$ cat config.mk
export PLATFORM = sky130hd
export DESIGN_NAME = seqc_counter
export DESIGN_NICKNAME = d
export VERILOG_FILES = /design/src/rtl/seqc_pkg.sv /design/src/rtl/seqc_loop.sv /design/src/rtl/seqc_ctrl.sv /design/src/rtl/seqc_chain.sv /design/src/rtl/seqc_counter.sv
export SDC_FILE = /design/constraint.sdc
export NUM_CORES = 1
export LEC_CHECK = 0
export ABC_AREA = 1
export ABC_CLOCK_PERIOD_IN_PS = 7100
export BUFFER_PORTS_ARGS = -buffer_cell sky130_fd_sc_hd__buf_2
export CAP_MARGIN = 10
export CORE_AREA = 2 2 39 41
export CTS_CLUSTER_DIAMETER = 200
export DETAILED_ROUTE_END_ITERATION = 10
export DIE_AREA = 0 0 41 43
export PLACE_DENSITY_LB_ADDON = 0.2
export RECOVER_POWER = 100
export SETUP_SLACK_MARGIN = 0.5
export SKIP_LAST_GASP = 1
export SYNTH_ARGS = -nofsm -noshare
export SYNTH_HDL_FRONTEND = slang
export SYNTH_SLANG_ARGS = --single-unit
$ cat constraint.sdc
create_clock -name clk -period 7.1 [get_ports clk]
set_input_delay 0 -clock clk [delete_from_list [all_inputs] [get_ports clk]]
set_output_delay 0 -clock clk [all_outputs]
set_load 0.02 [all_outputs]
$ cat src/rtl/seqc_pkg.sv
package seqc_pkg;

    // Action chosen by the control machine for the coming clock edge.
    typedef enum logic [1:0] {
        ACT_HOLD   = 2'd0,
        ACT_STEP   = 2'd1,
        ACT_REPAIR = 2'd2,
        ACT_SEED   = 2'd3
    } act_e;

    // Wrap-around path selection.
    typedef enum logic {
        WRAP_RING  = 1'b0,
        WRAP_TWIST = 1'b1
    } wrap_e;

endpackage

$ cat src/rtl/seqc_loop.sv
// Feedback and legality logic: wrap-around bit, start pattern, state check.
module seqc_loop
    import seqc_pkg::*;
#(
    parameter int STAGES = 4
) (
    input  logic [STAGES-1:0] state_i,
    input  wrap_e             mode_i,
    output logic              feed_o,
    output logic              legal_o,
    output logic [STAGES-1:0] seed_o
);
    localparam logic [STAGES-1:0] RING_SEED  = {1'b1, {(STAGES-1){1'b0}}};
    localparam logic [STAGES-1:0] TWIST_SEED = '0;

    logic [$clog2(STAGES+1)-1:0] ones;

    always_comb begin
        ones = '0;
        for (int i = 0; i < STAGES; i++) begin
            ones = ones + {{($clog2(STAGES+1)-1){1'b0}}, state_i[i]};
        end
    end

    always_comb begin
        unique case (mode_i)
            WRAP_RING: begin
                feed_o  = state_i[0];
                legal_o = (ones == 1);
                seed_o  = RING_SEED;
            end
            WRAP_TWIST: begin
                feed_o  = ~state_i[0];
                legal_o = 1'b1;
                seed_o  = TWIST_SEED;
            end
            default: begin
                feed_o  = 1'b0;
                legal_o = 1'b0;
                seed_o  = RING_SEED;
            end
        endcase
    end

endmodule

$ cat src/rtl/seqc_ctrl.sv
// Control machine: picks the action for the next edge.
module seqc_ctrl
    import seqc_pkg::*;
(
    input  logic init_i,
    input  logic enable_i,
    input  logic legal_i,
    output act_e act_o
);
    always_comb begin
        unique case ({init_i, legal_i, enable_i})
            3'b100, 3'b101, 3'b110, 3'b111: act_o = ACT_SEED;
            3'b000, 3'b001:                 act_o = ACT_REPAIR;
            3'b011:                         act_o = ACT_STEP;
            3'b010:                         act_o = ACT_HOLD;
            default:                        act_o = ACT_HOLD;
        endcase
    end

endmodule

$ cat src/rtl/seqc_chain.sv
// Generated chain of stage flops; bit STAGES-1 is the first stage.
module seqc_chain
    import seqc_pkg::*;
#(
    parameter int STAGES = 4
) (
    input  logic              clk,
    input  logic              rst_n,
    input  act_e              act_i,
    input  logic              feed_i,
    input  logic [STAGES-1:0] seed_i,
    output logic [STAGES-1:0] state_o
);
    localparam logic [STAGES-1:0] RESET_PAT  = {1'b1, {(STAGES-1){1'b0}}};
    localparam logic [STAGES-1:0] REPAIR_PAT = {1'b1, {(STAGES-1){1'b0}}};

    logic [STAGES-1:0] shift_in;

    for (genvar i = 0; i < STAGES; i++) begin : g_stage
        if (i == STAGES - 1) begin : g_head
            assign shift_in[i] = feed_i;
        end else begin : g_body
            assign shift_in[i] = state_o[i+1];
        end

        logic next_bit;

        always_comb begin
            unique case (act_i)
                ACT_SEED:   next_bit = seed_i[i];
                ACT_REPAIR: next_bit = REPAIR_PAT[i];
                ACT_STEP:   next_bit = shift_in[i];
                ACT_HOLD:   next_bit = state_o[i];
                default:    next_bit = state_o[i];
            endcase
        end

        always_ff @(posedge clk or negedge rst_n) begin
            if (!rst_n) state_o[i] <= RESET_PAT[i];
            else        state_o[i] <= next_bit;
        end
    end

endmodule

$ cat src/rtl/seqc_counter.sv
// Ring / Johnson sequence counter top.
module seqc_counter
    import seqc_pkg::*;
#(
    parameter int STAGES = 4
) (
    input  logic              clk,
    input  logic              rst_n,
    input  logic              twist_mode,
    input  logic              init,
    input  logic              enable,
    output logic [STAGES-1:0] stage_q
);
    localparam logic [STAGES-1:0] RING_START = {1'b1, {(STAGES-1){1'b0}}};

    wrap_e             mode;
    act_e              act;
    logic              feed;
    logic              legal;
    logic [STAGES-1:0] seed;

    assign mode = wrap_e'(twist_mode);

    seqc_loop #(.STAGES(STAGES)) u_loop (
        .state_i (stage_q),
        .mode_i  (mode),
        .feed_o  (feed),
        .legal_o (legal),
        .seed_o  (seed)
    );

    seqc_ctrl u_ctrl (
        .init_i   (init),
        .enable_i (enable),
        .legal_i  (legal),
        .act_o    (act)
    );

    seqc_chain #(.STAGES(STAGES)) u_chain (
        .clk     (clk),
        .rst_n   (rst_n),
        .act_i   (act),
        .feed_i  (feed),
        .seed_i  (seed),
        .state_o (stage_q)
    );

    // initialize loads the start pattern of the mode in force.
    a_r4_init_load: assert property (@(posedge clk) disable iff (!rst_n)
        init |=> (stage_q == ($past(twist_mode) ? '0 : RING_START)));

    // a one-hot ring state rotates toward the last stage.
    a_r2_ring_rotate: assert property (@(posedge clk) disable iff (!rst_n)
        (!init && enable && !twist_mode && $countones(stage_q) == 1)
        |=> (stage_q == {$past(stage_q[0]), $past(stage_q[STAGES-1:1])}));

    // Johnson mode shifts in the inverted last stage.
    a_r3_twist_step: assert property (@(posedge clk) disable iff (!rst_n)
        (!init && enable && twist_mode)
        |=> (stage_q == {~$past(stage_q[0]), $past(stage_q[STAGES-1:1])}));

    // a legal state holds while init and enable are low.
    a_r5_hold: assert property (@(posedge clk) disable iff (!rst_n)
        (!init && !enable && (twist_mode || $countones(stage_q) == 1))
        |=> $stable(stage_q));

    // a ring state that is not one-hot is repaired on the next clock.
    a_r6_repair: assert property (@(posedge clk) disable iff (!rst_n)
        (!init && !twist_mode && $countones(stage_q) != 1)
        |=> (stage_q == RING_START));

    // after any non-init ring-mode clock the state is one-hot.
    a_r2_ring_onehot: assert property (@(posedge clk) disable iff (!rst_n)
        (!twist_mode) |=> ($countones(stage_q) == 1) || $past(init));

endmodule

Word-level counts from Yosys, hierarchy flattened
Memory sizes are Yosys's and may differ from the RTL's. Cells that the tools add are included.

Flip-flop bits (word level): 4. Memory bits (read-only): 16. Bits of input ports: 5. Output and inout port bits: 4. Memories kept: 1.

Add/sub/neg operators: 3. Equality and inequality tests: 4. Mux-type cells: 7. Bitwise logic cells: 2. Reductions and logical operators: 1.

Memories: (no name shown) (depth 8, width 2, read ports 1, clocked after Yosys merged registers in 0, wr ports 0, RTL line seqc_ctrl.sv:11) `unique case ({init_i, legal_i, enable_i})`.

Operator list (number): one-hot mux 1 bit (3 select lines) (4); one-hot mux 4 bit (2 select lines) (1); adder 3 x 1 -> 3 bit (2); == test 2 bit (second input constant) (2); one-hot mux 1 bit (2 select lines) (2); == test 3 x 1 -> 1 bit (second input constant) (1); adder 1 x 1 -> 2 bit (1); == test 2 x 1 -> 1 bit (second input constant) (1); zero test 2 bit (1); inverter 1 bit (2).

Longest topological paths before layout
Gate-level depths: netlist of the first run. An unclocked memory read counts as a cell.

Depth after elaboration: 8. Mapped depth: 15. Depth with buffers taken out: 15.

Cells and area by module
A second synthesis of the first run with hierarchy kept.

Cells, all modules: 53. Area total of the unflattened synthesis: 375.4 µm².

By module, submodules not included: seqc_chain (times used 1, cells each 31, area an instance 241.5 µm², seq. area each 101.3 µm²); seqc_loop (times used 1, cells each 18, area an instance 118.9 µm², seq. area each 0.0 µm²); seqc_ctrl (times used 1, cells each 4, area an instance 15.0 µm², seq. area each 0.0 µm²).

Least setup slack after synthesis of the first run
Ideal clock, no wire load.

Path kind: register to register. From: register u_chain.state_o[0]. To: register u_chain.state_o[3]. Library setup time: 75 ps. Arrival time: 2285 ps. Required time: 7025 ps. Slack: 4740 ps. Stages on the path, launching flop included: 15. Buffers on the path: 0. Clock period less this slack: 2360 ps. Cell sequence: dfrtp_1 > ha_1 > fa_1 > ha_1 > nand3b_1 > nand2_1 > nand2_1 > nand2_2 > inv_2 > ha_1 > inv_1 > nor2_1 > nand2_1 > nand2_1 > nand2_1.

Cells in the longest elaborated chain, start to end: 8. Elaborated cells on any way between the ends: 13.

RTL lines: start: declaration (RTL line seqc_chain.sv:12) `output logic [STAGES-1:0] state_o`; start signal: indexed assignment (RTL line seqc_chain.sv:39) `if (!rst_n) state_o[i] <= RESET_PAT[i];`; start signal: indexed assignment (RTL line seqc_chain.sv:40) `else state_o[i] <= next_bit;`; adder 1 x 1 -> 2 bit (RTL line seqc_loop.sv:21) `ones = ones + {{($clog2(STAGES+1)-1){1'b0}}, state_i[i]};`; adder 3 x 1 -> 3 bit (2 in a row) (RTL line seqc_loop.sv:21); == test 3 x 1 -> 1 bit (RTL line seqc_loop.sv:29) `legal_o = (ones == 1);`; one-hot mux 1 bit (2 select lines) (RTL line seqc_loop.sv:26) `unique case (mode_i)`; memory (8 x 2 bit); == test 2 x 1 -> 1 bit or == test 2 bit (tied branches) (RTL line seqc_chain.sv:29) `unique case (act_i)`; one-hot mux 1 bit (3 select lines) (RTL line seqc_chain.sv:29).

Several ways; a longest one is shown, not always the timed one. A chain may end at the register's enable or synchronous reset.

Worst setup path in the final report of the first run
Ends and elaborated chain as after synthesis.

==> results of run 1 <==
==> synth_stat cells <==
library cell / n
nor2_1: 1
dfstp_2: 1
nand3b_1: 1
nand2_1: 13
inv_1: 6
inv_2: 2
nand2_2: 1
fa_1: 1
o21ai_1: 1
ha_1: 5
dfrtp_1: 3
a21oi_1: 1
nand3_1: 4
==> through the flow <==
stage                     hold slack, ns  cells  util, %  setup slack, ns
after floorplan                  -0.2956     40        -            4.740
after global placement           -0.1893     64    26.76            4.731
after detailed placement         -0.1927     64    26.76            4.704
after CTS                        0.04201     69    29.39            4.687
after global routing             0.08415     69    28.75            4.520
final                            0.04563     69    28.75            4.693
==> power by group <==
group          switching (µW)  internal (µW)  leakage [µW]  total [µW]
clock network            11.5           21.2     0.0000150        32.7
registers                7.42           30.6     0.0000518        38.0
logic                    30.0           17.9      0.000160        48.0
total                    48.9           69.7      0.000227         119
==> layout make-up <==
type / instances / area [µm²]
well taps: 16 / 20.02
multi-input cells: 28 / 176.4
repair buffers: 9 / 43.79
fillers: 164 / 985.9
flip-flops and latches: 4 / 101.3
clock buffers: 4 / 26.28
inverters: 8 / 30.03
==> worst max path at each step <==
stage | end | cells past startpoint | slack [ns] | startpoint
after floorplan | u_chain.state_o[3]$_DFFE_PN1P_ | 14 | 4.74 | u_chain.state_o[0]$_DFFE_PN0P_
after global placement | u_chain.state_o[3]$_DFFE_PN1P_ | 14 | 4.73 | u_chain.state_o[0]$_DFFE_PN0P_
after detailed placement | u_chain.state_o[3]$_DFFE_PN1P_ | 14 | 4.70 | u_chain.state_o[0]$_DFFE_PN0P_
after CTS | u_chain.state_o[3]$_DFFE_PN1P_ | 14 | 4.69 | u_chain.state_o[0]$_DFFE_PN0P_
after global routing | u_chain.state_o[3]$_DFFE_PN1P_ | 14 | 4.52 | u_chain.state_o[0]$_DFFE_PN0P_
final | u_chain.state_o[3]$_DFFE_PN1P_ | 14 | 4.69 | u_chain.state_o[0]$_DFFE_PN0P_
==> timing repair <==
| action | CTS | global route |
|---|---|---|
| hold buffers | 1 | 0 |
| setup endpoints to repair | 0 | 0 |
| endpoints found under the hold margin | 4 | 0 |
==> worst max-delay path, cell delays in order (launching register included) <==
cell      delay, ns
dfrtp_1        0.42
ha_1           0.32
fa_1           0.37
ha_1           0.27
nand3b_1       0.15
nand2_1        0.08
nand2_1        0.05
nand2_1        0.09
inv_2          0.05
ha_1           0.26
inv_1          0.04
nor2_1         0.08
nand2_1        0.06
nand2_1        0.05
nand2_1        0.05
==> logic make-up after synthesis <==
| group | synth area share (%) |
|---|---|
| AO/OA/AOI/OAI | 3.223 |
| adder cells (fa/ha/maj) | 26.61 |
| buffers and inverters | 9.678 |
| flip-flops | 32.66 |
| AND/OR/NAND/NOR | 27.82 |
==> per-layer routing <==
| layer | global-route usage (%) | share of wire, % |
|---|---|---|
| met1 | 7.372 | 42 |
| met2 | 12.50 | 55 |
| met3 | 0 | 2.4 |
| met4 | 8.000 | 0 |
| met5 | 0 | 0 |
==> flow_summary_export.csv, run 1 <==
group,metric,value,unit
status,run_status,"finished, final reports clean",
yosys,synth_area_per_cell,7.757,µm²
layout,regMostFlops,"u_chain.state_o",
placement,dpl.hpwl,465.8,µm
min_path,hold_path_class,"in -> reg",
yosys,synth_nets,51,
min_path,min_path_cells,4,
layout,largest_reg_flops,4,
detailed_routing,wl_per_cell,8.594,µm
clock_network,ctsResizeCount,0,
setup_path,rrSetupSlack,4.69,ns
yosys,synth_top_cell_by_area,"dfrtp_1",
placement,port_buffers,8,
timing,finalHoldViolCount,0,
clock_network,cts-htree-levels,1,
yosys,synth_cell_types,13,
timing,min_period,2.407,ns
global_routing,track_usage,7.523,%
setup_path,worstPathArrival,2.57,ns
timing,setup_tns,0,ns
clock_network,cts_tree,"built",
timing,maxSlewHeadroom,83.01,%
layout,layout_commonest_cell,"nand2_1",
placement,routabilityCongestion,0.6081,
power_and_ir_drop,leakage,0.0002271,µW
clock_network,clkLatencyLatePin,0.24,ns
min_path,worstHoldStart,"twist_mode",
global_routing,overflow,0,
detailed_routing,routed_wl,593,µm
yosys,netlist_area,310.3,µm²
yosys,ys_ff_latch,4,
detailed_routing,drc_errors,0,
setup_path,critPathRequiredTime,7.27,ns
floorplanning,die_w,41,µm
floorplanning,dieHeight,43,µm
layout,final_cell_mix,"14 x nand2_1, 6 x inv_1, 6 x clkbuf_1",
setup_path,rr_worst_depth,14,
setup_path,crit_fanout,4,
detailed_routing,vias,282,
min_path,min_to,"u_chain.state_o[3]$_DFFE_PN1P_",
global_routing,grt_start_max_net_pins,6,
floorplanning,io-pin-count,9,
detailed_routing,detail-route-antenna-nets,0,
job,max_cap_violations,0,
setup_path,end_kind,"register",
floorplanning,die-area,1763,µm²
global_routing,grt_pass1_wl,897,µm
clock_network,cts_root_buffer,"clkbuf_4",
timing,min_period_over_period,33.91,%
yosys,synth_top_area_share,24.19,%
yosys,yosys_warnings,0,
detailed_routing,drt_iter0_markers,1,
global_routing,antenna_found_initial,0,
layout,fin_nets,65,
timing,rsz0062_at_grt,"no",
layout,area_growth,28.23,%
detailed_routing,dr.pass1.iters,2,
power_and_ir_drop,total_power,118.7,µW
clock_network,clockBufferDepth,2,
layout,finalInstanceArea,397.9,µm²
layout,n_antenna_cell,0,
floorplanning,core,1384,µm²
clock_network,cts_setup_buffers,0,
setup_path,crit_path_start_kind,"register",
yosys,ys_seq_area_share,32.66,%
clock_network,cts_buffers,3,
floorplanning,initial_core_util,22.42,%
timing,setup_viol_count_final,0,
power_and_ir_drop,ir_drop,0.04544,mV
timing,finClkSkew,0.005237,ns
layout,reg_top3,"u_chain.state_o (4)",
yosys,syn_inst,40,
floorplanning,num_rows,14,
power_and_ir_drop,powerDensity,298.2,nW/µm²
yosys,synth.area.top_cells,"dfrtp_1 24%, ha_1 20%, nand2_1 16%, dfstp_2 8.5%, inv_1 7.3%",
setup_path,r2r-end,"u_chain.state_o[3]$_DFFE_PN1P_",
global_routing,grt_pass1_vias,264,
setup_path,critPathKind,"reg -> reg",
timing,drv_slew,0,
detailed_routing,via_per_inst,4.087,
clock_network,clock_sinks,4,
layout,drive_gt1_share,16.98,%
setup_path,timing.rr.start,"u_chain.state_o[0]$_DFFE_PN0P_",
placement,placed_cell_area,370.4,µm²
timing,tightest_slew,0.2559,ns
clock_network,path_clk_slew,0.04,ns
timing,fmax,415.4,MHz
No activity file was read; power rests on OpenSTA's default activity.
==> run 2: changes to the inputs <==
--- a/config.mk
+++ b/config.mk
@@ -6,7 +6,7 @@
 export NUM_CORES = 1
 export LEC_CHECK = 0
 export ABC_AREA = 1
-export ABC_CLOCK_PERIOD_IN_PS = 7100
+export ABC_CLOCK_PERIOD_IN_PS = 2240
 export BUFFER_PORTS_ARGS = -buffer_cell sky130_fd_sc_hd__buf_2
 export CAP_MARGIN = 10
 export CORE_AREA = 2 2 39 41
==> constraint.sdc (replaced) <==
create_clock -name clk -period 2.24 [get_ports clk]
set_input_delay 0 -clock clk [delete_from_list [all_inputs] [get_ports clk]]
set_output_delay 0 -clock clk [all_outputs]
set_load 0.02 [all_outputs]
==> flow_summary_export.csv, run 2 (synthesis results as in run 1) <==
group,metric,value,unit
status,run_status,"finished, violations left",
detailed_routing,drc_errors,0,
clock_network,clock_sinks,4,
detailed_routing,vias,297,
floorplanning,initial_core_util,22.42,%
clock_network,clockBufferDepth,2,
timing,setup_tns,-0.007048,ns
detailed_routing,detail-route-antenna-nets,0,
job,max_cap_violations,0,
detailed_routing,via_per_inst,4.125,
power_and_ir_drop,leakage,0.0002348,µW
global_routing,track_usage,8.744,%
setup_path,critPathKind,"reg -> reg",
timing,setup_viol_count_final,1,
layout,final_cell_mix,"13 x nand2_1, 6 x clkbuf_1, 5 x inv_1",
power_and_ir_drop,ir_drop,0.2249,mV
layout,drive_gt1_share,37.50,%
timing,drv_slew,0,
global_routing,grt_pass1_vias,293,
global_routing,overflow,0,
global_routing,grt_pass1_wl,1.007,mm
placement,routabilityCongestion,0.6232,
power_and_ir_drop,powerDensity,862.8,nW/µm²
floorplanning,io-pin-count,9,
setup_path,crit_path_start_kind,"register",
status,violations,"negative setup slack",
setup_path,critPathRequiredTime,2.40,ns
detailed_routing,dr.pass1.iters,2,
min_path,hold_path_class,"in -> reg",
layout,regMostFlops,"u_chain.state_o",
setup_path,end_kind,"register",
timing,fin_ws,-0.007048,ns
timing,finClkSkew,0.005798,ns
clock_network,cts_buffers,3,
timing,worst_hold_slack,0.03446,ns
timing,tightest_slew,0.2563,ns
setup_path,crit_fanout,2,
layout,layout_commonest_cell,"nand2_1",
timing,fmax,445.0,MHz
timing,maxSlewHeadroom,82.99,%
layout,fin_nets,68,
detailed_routing,drt_iter0_markers,1,
detailed_routing,routed_wl,604,µm
layout,area_growth,52.42,%
timing,min_period_over_period,100.3,%
floorplanning,die-area,1763,µm²
timing,rsz0062_at_grt,"yes",
clock_network,clkLatencyLatePin,0.24,ns
placement,port_buffers,8,
clock_network,cts_root_buffer,"clkbuf_4",
timing,min_period,2.247,ns
floorplanning,dieHeight,43,µm
floorplanning,num_rows,14,
clock_network,path_clk_slew,0.04,ns
clock_network,cts_tree,"built",
layout,n_antenna_cell,0,
timing,finalHoldViolCount,0,
detailed_routing,wl_per_cell,8.389,µm
layout,largest_reg_flops,4,
clock_network,cts-htree-levels,1,
floorplanning,core,1384,µm²
global_routing,antenna_found_initial,0,
global_routing,grt_start_max_net_pins,6,
layout,reg_top3,"u_chain.state_o (4)",
setup_path,worstPathArrival,2.41,ns
floorplanning,die_w,41,µm
placement,dpl.hpwl,530.9,µm
run 2: stage by stage:
step / setup WS, ns / cells / utilization, % / total power (µW) / cell area [µm²]
floorplan: 0.003850 / 40 / - / 249.4 / 340.3
global placement: -0.005319 / 67 / 30.56 / 306.4 / 422.9
detailed placement: -0.01452 / 67 / 30.56 / 308.8 / 422.9
CTS: -0.03046 / 72 / 34.63 / 426.3 / 479.2
global route: -0.1250 / 72 / 34.18 / 453.5 / 473.0
finish: -0.007048 / 72 / 34.18 / 408.0 / 473.0
run 2: path summary, 6_finish.rpt:
| check | start | end | slack (ns) | depth (start not counted) |
|---|---|---|---|---|
| max | u_chain.state_o[1]$_DFFE_PN0P_ | u_chain.state_o[3]$_DFFE_PN1P_ | -0.007 | 14 |
| min | twist_mode | u_chain.state_o[3]$_DFFE_PN1P_ | 0.03 | 4 |
| max reg2reg | u_chain.state_o[1]$_DFFE_PN0P_ | u_chain.state_o[3]$_DFFE_PN1P_ | -0.007 | 14 |
| min reg2reg | u_chain.state_o[3]$_DFFE_PN1P_ | u_chain.state_o[3]$_DFFE_PN1P_ | 0.49 | 2 |
| max in group asynchronous | rst_n | u_chain.state_o[3]$_DFFE_PN1P_ | 1.87 | 2 |
| min in group asynchronous | rst_n | u_chain.state_o[1]$_DFFE_PN0P_ | 0.12 | 2 |
run 2: critical path, cell delays in order (launching register included):
cell and delay, ns:
dfrtp_2 0.42, ha_4 0.24, fa_2 0.33, ha_1 0.26, nand3b_1 0.15, nand2_1 0.08, nand2_1 0.06, nand2_2 0.07
inv_2 0.05, ha_4 0.24, inv_1 0.04, nor2_1 0.08, nand2_1 0.06, nand2_1 0.05, nand2_1 0.04
run 2: cell type report:
class / count / area (µm²)
clock buffer: 4 / 26.28
fill: 158 / 910.9
inverter: 8 / 32.53
multi-input combinational: 28 / 224.0
sequential: 4 / 103.9
tap: 16 / 20.02
timing repair buffer: 12 / 66.31
run 2: per-layer routing:
metal / part of all wire, % / track usage, % / wire [µm] / up-vias
met5: 0 / 0 / 0 / -
met4: 0 / 4.000 / 0 / 0
met3: 2.3 / 4.712 / 14 / 0
met2: 58 / 15.31 / 349 / 4
met1: 40 / 7.419 / 240 / 138
li1: - / - / - / 155
run 2: repair_timing:
item	CTS	global route
setup endpoints to repair	4	4
resized for setup	5	0
hold endpoints to repair	4	0
hold buffers	1	0
cloned	0	0
pin swaps	1	2
setup buffers	0	0
run 2: power breakdown:
group | internal [µW] | switching [µW]
clock | 66.9 | 30.8
sequential | 97.6 | 23.2
combinational | 79.3 | 110
total | 244 | 164
==> run 3: changes to the inputs <==
--- a/config.mk
+++ b/config.mk
@@ -9,6 +9,8 @@
 export ABC_CLOCK_PERIOD_IN_PS = 2240
 export BUFFER_PORTS_ARGS = -buffer_cell sky130_fd_sc_hd__buf_2
 export CAP_MARGIN = 10
+export CELL_PAD_IN_SITES_DETAIL_PLACEMENT = 0
+export CELL_PAD_IN_SITES_GLOBAL_PLACEMENT = 1
 export CORE_AREA = 2 2 39 41
 export CTS_CLUSTER_DIAMETER = 200
 export DETAILED_ROUTE_END_ITERATION = 10
==> constraint.sdc (replaced) <==
create_clock -name clk -period 2.24 [get_ports clk]
set_input_delay 0 -clock clk [delete_from_list [all_inputs] [get_ports clk]]
set_output_delay 0 -clock clk [all_outputs]
set_load 0.01 [all_outputs]
==> flow_summary_export.csv, run 3 (synthesis results as in run 1) <==
group,metric,value,unit
layout,final_cells,73,
clock_network,cts_tree,"built",
detailed_routing,drc_errors,0,
status,run_status,"finished, violations left",
detailed_routing,detail-route-antenna-nets,0,
layout,finalInstanceArea,490.5,µm²
global_routing,track_usage,9.980,%
status,violations,"negative setup slack",
layout,final_cell_mix,"13 x nand2_1, 6 x buf_2, 4 x inv_1",
clock_network,cts_buffers,3,
layout,regMostFlops,"u_chain.state_o",
placement,placed_cells,66,
timing,fmax,439.2,MHz
detailed_routing,routed_wl,674,µm
placement,routabilityCongestion,0.6633,
setup_path,critPathRequiredTime,2.41,ns
clock_network,clkLatencyLatePin,0.24,ns
detailed_routing,drt_iter0_markers,3,
global_routing,grt_pass1_vias,308,
placement,dpl.hpwl,518.8,µm
setup_path,critPathKind,"reg -> reg",
detailed_routing,wl_per_cell,9.233,µm
min_path,hold_path_class,"in -> reg",
power_and_ir_drop,ir_drop,0.2172,mV
layout,layout_commonest_cell,"nand2_1",
job,max_cap_violations,0,
setup_path,worstPathArrival,2.45,ns
timing,drv_slew,0,
power_and_ir_drop,leakage,0.0002547,µW
layout,reg_top3,"u_chain.state_o (4)",
timing,fin_ws,-0.03689,ns
clock_network,cts-htree-levels,1,
timing,finClkSkew,0.006169,ns
layout,fillers,151,
detailed_routing,vias,296,
detailed_routing,dr.pass1.iters,4,
setup_path,crit_path_start_kind,"register",
floorplanning,die_w,41,µm
timing,setup_tns,-0.03689,ns
power_and_ir_drop,total_power,419.1,µW
placement,placed_cell_area,400.4,µm²
layout,area_growth,58.06,%
floorplanning,dieHeight,43,µm
timing,setup_viol_count_final,1,
timing,min_period,2.277,ns
floorplanning,initial_core_util,22.42,%
global_routing,grt_pass1_wl,1.166,mm
timing,rsz0062_at_grt,"yes",
setup_path,end_kind,"register",
floorplanning,io-pin-count,9,
global_routing,grt_start_max_net_pins,6,
detailed_routing,via_per_inst,4.055,
clock_network,path_clk_slew,0.04,ns
placement,port_buffers,8,
global_routing,overflow,0,
clock_network,clockBufferDepth,2,
placement,pre_cts_ws,-0.06587,ns
layout,drive_gt1_share,43.86,%
layout,largest_reg_flops,4,
timing,tightest_slew,0.2001,ns
clock_network,clock_sinks,4,
clock_network,cts_root_buffer,"clkbuf_4",
timing,maxSlewHeadroom,86.66,%
timing,finalHoldViolCount,0,
floorplanning,core,1384,µm²
layout,fin_nets,69,
timing,min_period_over_period,101.6,%
layout,n_antenna_cell,0,
global_routing,antenna_found_initial,0,
setup_path,crit_fanout,4,
floorplanning,num_rows,14,
floorplanning,die-area,1763,µm²
power_and_ir_drop,powerDensity,854.4,nW/µm²
[run 3: cell types whose count changed in the layout (fill, tap and decap cells not counted), sizes merged]
| cell | change |
|---|---|
| clkbuf | -3 |
| buf | +4 |
[run 3: layout make-up]
type	count	area (µm²)	share of cell area, %
repair buffers	13	81.33	16.58
inverters	8	32.53	6.633
flip-flops and latches	4	101.3	20.66
clock buffers	4	26.28	5.357
multi-input cells	28	229.0	46.68
well taps	16	20.02	4.082
[run 3: stage by stage]
stage | utilization [%] | hold slack [ns]
3_5_place_dp | 28.93 | -0.1929
3_3_place_gp | 28.93 | -0.1922
6_report | 35.44 | 0.04617
2_1_floorplan | - | -0.2956
5_1_grt | 35.44 | 0.08111
4_1_cts | 34.09 | 0.04753
[run 3: critical path, stage by stage (launching register included)]
cell and delay (ns):
dfrtp_1 0.40, ha_4 0.25, fa_2 0.32, ha_1 0.26, nand3b_1 0.16, nand2_1 0.08
nand2_1 0.07, nand2_2 0.08, buf_4 0.10, buf_6 0.09, ha_4 0.15, nand3_1 0.08
nand2_1 0.07, nand2_1 0.04, nand2_1 0.06
[run 3: path summary, 6_finish.rpt]
| path | slack, ns | from | cells past startpoint | to |
|---|---|---|---|---|
| worst max register to register | -0.04 | u_chain.state_o[1]$_DFFE_PN0P_ | 14 | u_chain.state_o[3]$_DFFE_PN1P_ |
| min in group asynchronous | 0.11 | rst_n | 2 | u_chain.state_o[1]$_DFFE_PN0P_ |
| worst min-delay path | 0.05 | twist_mode | 4 | u_chain.state_o[3]$_DFFE_PN1P_ |
| worst max-delay path | -0.04 | u_chain.state_o[1]$_DFFE_PN0P_ | 14 | u_chain.state_o[3]$_DFFE_PN1P_ |
| worst min register to register | 0.51 | u_chain.state_o[3]$_DFFE_PN1P_ | 2 | u_chain.state_o[3]$_DFFE_PN1P_ |
| max in group asynchronous | 1.88 | rst_n | 2 | u_chain.state_o[3]$_DFFE_PN1P_ |
[run 3: routing by layer]
layer,part of all wire [%],GRT usage (%),up-vias
li1,-,-,157
met4,0,8.000,0
met2,53,15.31,5
met1,45,11.40,134
met5,0,0,-
met3,1.8,1.571,0
[run 3: what timing repair did]
item                       4_1_cts  5_1_grt
gates resized for setup          4        3
hold endpoints to repair         4        0
buffers inserted                 1        1
pin swaps                        3       10
setup endpoints to repair        4        4
hold buffers                     1        0
[run 3: report_power, final]
part / total (µW) / internal (µW) / switching, µW
Clock: 98.8 / 67.0 / 31.8
Combinational: 195 / 91.3 / 104
Sequential: 125 / 97.2 / 27.9
Total: 419 / 255 / 164
